<file path="src/rtl/perout_pkg.sv">
package perout_pkg;
  typedef enum logic [1:0] {
    SEL_CMP_LO = 2'd0,
    SEL_CMP_HI = 2'd1,
    SEL_LEN    = 2'd2,
    SEL_RSVD   = 2'd3
  } reg_sel_e;
endpackage

</file>
<file path="src/rtl/perout_regs.sv">
module perout_regs #(
  parameter int DATA_W = 32,
  parameter int TIME_W = 64,
  parameter int LEN_W  = 32
) (
  input  logic              clk_i,
  input  logic              rst_ni,
  input  logic              wr_en_i,
  input  logic [1:0]        wr_addr_i,
  input  logic [DATA_W-1:0] wr_data_i,
  output logic [TIME_W-1:0] cmp_o,
  output logic [LEN_W-1:0]  len_o,
  output logic              len_wr_o,
  output logic              arm_req_o
);
  import perout_pkg::*;
  localparam int NWORDS = TIME_W / DATA_W;

  logic [LEN_W-1:0] len_q;

  // compare words, word w at address w
  for (genvar w = 0; w < NWORDS; w++) begin : g_cmp
    logic [DATA_W-1:0] word_q;
    always_ff @(posedge clk_i or negedge rst_ni) begin
      if (!rst_ni)
        word_q <= '0;
      else if (wr_en_i && (wr_addr_i == 2'(w)))
        word_q <= wr_data_i;
    end
    assign cmp_o[w*DATA_W +: DATA_W] = word_q;
  end

  assign len_wr_o  = wr_en_i && (wr_addr_i == SEL_LEN);
  assign arm_req_o = len_wr_o && (wr_data_i != '0);

  always_ff @(posedge clk_i or negedge rst_ni) begin
    if (!rst_ni)        len_q <= '0;
    else if (len_wr_o)  len_q <= LEN_W'(wr_data_i);
  end
  assign len_o = len_q;


  rsvd_ignored_chk: assert property (@(posedge clk_i) disable iff (!rst_ni)
    (wr_en_i && wr_addr_i == SEL_RSVD) |=> ($stable(cmp_o) && $stable(len_o)));
endmodule

</file>
<file path="src/rtl/perout_arm.sv">
module perout_arm #(
  parameter int TIME_W = 64
) (
  input  logic              clk_i,
  input  logic              rst_ni,
  input  logic [TIME_W-1:0] time_i,
  input  logic [TIME_W-1:0] cmp_i,
  input  logic              len_wr_i,
  input  logic              arm_req_i,
  output logic              run_o
);
  logic armed_q, started_q, time_ge;

  assign time_ge = (time_i >= cmp_i);

  always_ff @(posedge clk_i or negedge rst_ni) begin
    if (!rst_ni) begin
      armed_q   <= 1'b0;
      started_q <= 1'b0;
    end else if (len_wr_i) begin
      // any length write stops the run; nonzero re-arms
      armed_q   <= arm_req_i;
      started_q <= 1'b0;
    end else if (armed_q && time_ge) begin
      armed_q   <= 1'b0;
      started_q <= 1'b1;
    end
  end
  assign run_o = started_q;


  start_needs_arm_chk: assert property (@(posedge clk_i) disable iff (!rst_ni)
    $rose(started_q) |-> $past(armed_q));

  match_starts_chk: assert property (@(posedge clk_i) disable iff (!rst_ni)
    (armed_q && time_ge && !len_wr_i) |=> started_q);
endmodule

</file>
<file path="src/rtl/perout_phase.sv">
module perout_phase #(
  parameter int LEN_W = 32
) (
  input  logic             clk_i,
  input  logic             rst_ni,
  input  logic             run_i,
  input  logic [LEN_W-1:0] len_i,
  output logic             out_o
);
  localparam logic [LEN_W-1:0] ONE = LEN_W'(1);

  logic [LEN_W-1:0] cnt_q, hi_len;

  assign hi_len = len_i - (len_i >> 1);

  always_ff @(posedge clk_i or negedge rst_ni) begin
    if (!rst_ni)                    cnt_q <= '0;
    else if (!run_i)                cnt_q <= '0;
    else if (cnt_q == len_i - ONE)  cnt_q <= '0;
    else                            cnt_q <= cnt_q + ONE;
  end

  assign out_o = run_i && (cnt_q < hi_len);


  cnt_bound_chk: assert property (@(posedge clk_i) disable iff (!rst_ni)
    run_i |-> (cnt_q < len_i));

  len_one_high_chk: assert property (@(posedge clk_i) disable iff (!rst_ni)
    (run_i && len_i == ONE) |-> out_o);
endmodule

</file>
<file path="src/rtl/perout_gen.sv">
module perout_gen #(
  parameter int DATA_W = 32,
  parameter int TIME_W = 64,
  parameter int LEN_W  = 32
) (
  input  logic              clk_i,
  input  logic              rst_ni,
  input  logic              wr_en_i,
  input  logic [1:0]        wr_addr_i,
  input  logic [DATA_W-1:0] wr_data_i,
  input  logic [TIME_W-1:0] time_i,
  output logic              out_o
);
  import perout_pkg::*;

  logic [TIME_W-1:0] cmp;
  logic [LEN_W-1:0]  len;
  logic              len_wr, arm_req, run;

  perout_regs #(.DATA_W(DATA_W), .TIME_W(TIME_W), .LEN_W(LEN_W)) u_regs (
    .clk_i(clk_i), .rst_ni(rst_ni), .wr_en_i(wr_en_i), .wr_addr_i(wr_addr_i),
    .wr_data_i(wr_data_i), .cmp_o(cmp), .len_o(len), .len_wr_o(len_wr),
    .arm_req_o(arm_req)
  );

  perout_arm #(.TIME_W(TIME_W)) u_arm (
    .clk_i(clk_i), .rst_ni(rst_ni), .time_i(time_i), .cmp_i(cmp),
    .len_wr_i(len_wr), .arm_req_i(arm_req), .run_o(run)
  );

  perout_phase #(.LEN_W(LEN_W)) u_phase (
    .clk_i(clk_i), .rst_ni(rst_ni), .run_i(run), .len_i(len), .out_o(out_o)
  );


  zero_len_low_chk: assert property (@(posedge clk_i) disable iff (!rst_ni)
    (wr_en_i && wr_addr_i == SEL_LEN && wr_data_i == '0) |=> !out_o);
endmodule

</file>
<file path="config.mk">
export PLATFORM = sky130hd
export DESIGN_NAME = perout_gen
export DESIGN_NICKNAME = d
export VERILOG_FILES = /design/src/rtl/perout_pkg.sv /design/src/rtl/perout_regs.sv /design/src/rtl/perout_arm.sv /design/src/rtl/perout_phase.sv /design/src/rtl/perout_gen.sv
export SDC_FILE = /design/constraint.sdc
export NUM_CORES = 1
export LEC_CHECK = 0
export ABC_CLOCK_PERIOD_IN_PS = 10810
export CORE_MARGIN = 3
export CORE_UTILIZATION = 35
export CTS_BUF_LIST = sky130_fd_sc_hd__clkbuf_4 sky130_fd_sc_hd__clkbuf_8
export DETAILED_ROUTE_END_ITERATION = 6
export GPL_ROUTABILITY_DRIVEN = 0
export HOLD_SLACK_MARGIN = 0.12
export PLACE_DENSITY = 0.6
export SLEW_MARGIN = 20
export SYNTH_ARGS = -nofsm -noshare
export SYNTH_HDL_FRONTEND = slang
export SYNTH_HIERARCHICAL = 1
export SYNTH_SLANG_ARGS = --single-unit
</file>
<file path="constraint.sdc">
create_clock -name clk_i -period 10.81 [get_ports clk_i]
set_clock_uncertainty 0.05 [all_clocks]
set_input_delay 1.6215 -clock clk_i [delete_from_list [all_inputs] [get_ports clk_i]]
set_output_delay 1.6215 -clock clk_i [all_outputs]
set_load 0.05 [all_outputs]
</file>
==> flow_summary.ini <==
[status]
run_status = complete, no violations

[synth]
avgSynthCellArea_um2 = 9.80
synth_seq_cells = 130
synth_common_cells = ha_1, inv_1, dfrtp_1, mux2_2, nor2_1
synth_top_area_share_pct = 30.3
synth_edf_count = 0
yosysSeqAreaShare_pct = 30.3
synth-async-reset-ratio_pct = 100
synthTopCellsByArea = dfrtp_1, ha_1, mux2_2
yosysTopAreaCell = dfrtp_1
syn_nets = 1360
synth_most_common_cell = ha_1
ys_warn_count = 6
synth_top_flop_cell = dfrtp_1
synth_area_mm2 = 0.0107
ys_types = 85
syn_inst = 1097

[clocking]
htreeDepth = 4
cts_setup_buffers = 0
clkLatencyLatePin_ps = 450
path_clk_slew_ps = 90
cts_resized = 0
root_buffer = clkbuf_8
clock_path_buffers = 2
cts.sinks = 130
cts_made_buffers = 17
cts_tree = yes
hold_buffers = 0

[drt]
firstDrtPassIters = 4
wl_per_cell_um = 15.7
wl_met1_um = 12800
routed_via_density = 5.04
drc_errors = 0
wl_met3_um = 809
met2WireLength_um = 11200
detail-route-antenna-nets = 0
vias = 8106
wirelength_um = 25200
topRoutingLayerUsed = met4
drt-initial-drc-count = 395

[timing]
period_share_pct = 69.6
finalMaxSlewViolations = 0
fmax_mhz = 133
setup_viol = 0
setup_tns_ps = 0
rsz0062_at_grt = no
worst_slack_ps = 3290
period_needed_ps = 7520
hold_violations = 0
relSlewSlack_pct = 35.3
whs_ps = 453
worst_pin_slew_ps = 966

[setup_path]
cp_max_fo = 4
cp_top_family = compound AO/OA/AOI/OAI gates
start_kind = register
worstPathRequired_ps = 9140
worstSetupPathType = reg2out
max_stage_delay_ps = 880
crit_arrival_ps = 5850
crit_path_frequent_cell = a21o_1
path_cells = inv_1, ha_1, o21bai_1, a221oi_1, o2111a_1, o211ai_1, nand2b_1, o41ai_1, a21oi_1, o21ai_0, xor2_1, ha_1, a21o_1, a21o_1, a21o_1, a21o_1, a21oi_1, o21ai_0, nand2_1, nand4b_1, a31oi_1, clkdlybuf4s50_1
slowest_stage = clkdlybuf4s50_1
worst-path-buf-inv = 2
end_kind = primary output

[placed_design]
dpl.hpwl_um = 20000
dpl_worst_slack_ps = 3780
portBuffers = 101
placed_cell_area_mm2 = 0.0121
place_inst = 1576

[die]
core_area_mm2 = 0.0300
start_util_pct = 35.9
die_w_um = 181
pin_count = 102
die-area_mm2 = 0.0328
dieHeight_um = 181
fp-row-count = 63

[finish]
stdcell_area_mm2 = 0.0125
synthToLayoutAreaGrowth_pct = 16.3
filler_cell_count = 2976
fin_cells = 1607
drive_gt1_share_pct = 14.7
nets = 1468
final_core_util_pct = 41.7
diodes = 0

[pwr]
ir_worst_vdd_v = 0.0000830
p_per_area_mw_per_mm2 = 151
power_mw = 1.89
power_leakage_nw = 5.76

[grt]
gr-total-overflow = 0
grt_max_degree = 77
grt_usage_pct = 15.6
grt_pass1_wl_um = 41900
antenna_found_initial = 0
grt_pass1_vias = 8156

[min_path]
hp-class = reg2reg

[flow_run]
cap_violations = 0
-- area by class of cell --
cell class	count	area [um^2]	share of cell area [%]
multi-input combinational	816	6850	54.8
sequential	130	3250	26.0
timing repair buffer	104	1030	8.25
inverter	136	510	4.08
tap	390	488	3.90
clock buffer	17	234	1.87
clock inverter	14	133	1.06
-- cell families (layout without fill, tap and decap cells) --
logic type	count (synthesis)	after routing	share of synthesized area, %
simple gates	283	283	15.0
compound gates	170	170	11.0
fa+ha+maj	162	162	18.9
buf+inv	151	271	6.02
flops	130	130	30.3
xor+xnor	101	101	8.23
mux	100	100	10.5
-- worst paths after layout --
kind                                                         end  slack, ps  cells after the start                             startpoint
max in group asynchronous            u_phase/cnt_q[29]$_DFF_PN0_       8080                      2                                 rst_ni
setup reg to reg                      u_phase/cnt_q[9]$_DFF_PN0_       7260                     12            u_regs/len_o[2]$_DFFE_PN0P_
hold reg to reg            u_regs/g_cmp[0].word_q[4]$_DFFE_PN0P_        450                      1  u_regs/g_cmp[0].word_q[4]$_DFFE_PN0P_
setup / recovery                                           out_o       3290                     22            u_regs/len_o[2]$_DFFE_PN0P_
hold / removal             u_regs/g_cmp[0].word_q[4]$_DFFE_PN0P_        450                      1  u_regs/g_cmp[0].word_q[4]$_DFFE_PN0P_
min in group asynchronous  u_regs/g_cmp[1].word_q[3]$_DFFE_PN0P_       1140                      1                                 rst_ni
-- registers in the layout (all words and copies together) (netlist names) --
register / flops
u_arm/armed_q: 1
u_phase/cnt_q: 32
u_regs/len_o: 32
u_regs/g_cmp.word_q: 64
u_arm/run_o: 1
-- where the power goes --
part	switching [mW]	internal (mW)	leakage, nW	total (mW)
clock	0.225	0.183	0.173	0.409
combinational	0.470	0.407	3.98	0.877
sequential	0.0533	0.554	1.61	0.607
total	0.748	1.14	5.76	1.89
-- cell usage in the layout (no fill, tap or decap), drive strengths merged, types with 10 or more instances in the layout --
cell | synthesis | routed
inv | 136 | 140
nor2 | 86 | 86
nand3 | 22 | 22
o21ai | 32 | 32
clkbuf | 2 | 17
nand2 | 49 | 49
xor2 | 45 | 45
a21o | 20 | 20
a21oi | 50 | 50
and3 | 10 | 10
nand2b | 14 | 14
nand4 | 25 | 25
nor2b | 11 | 11
ha | 161 | 161
dfrtp | 130 | 130
mux2 | 98 | 98
clkdlybuf4s50 | 0 | 100
xnor2 | 56 | 56
nor3 | 16 | 16
nor4 | 16 | 16
-- layer usage --
metal	up-vias	track usage [%]
li1	4062	-
met1	3890	22.7
met2	131	24.2
met3	23	2.05
met4	0	4.39
met5	-	0
(Power assumes the default switching activity.)
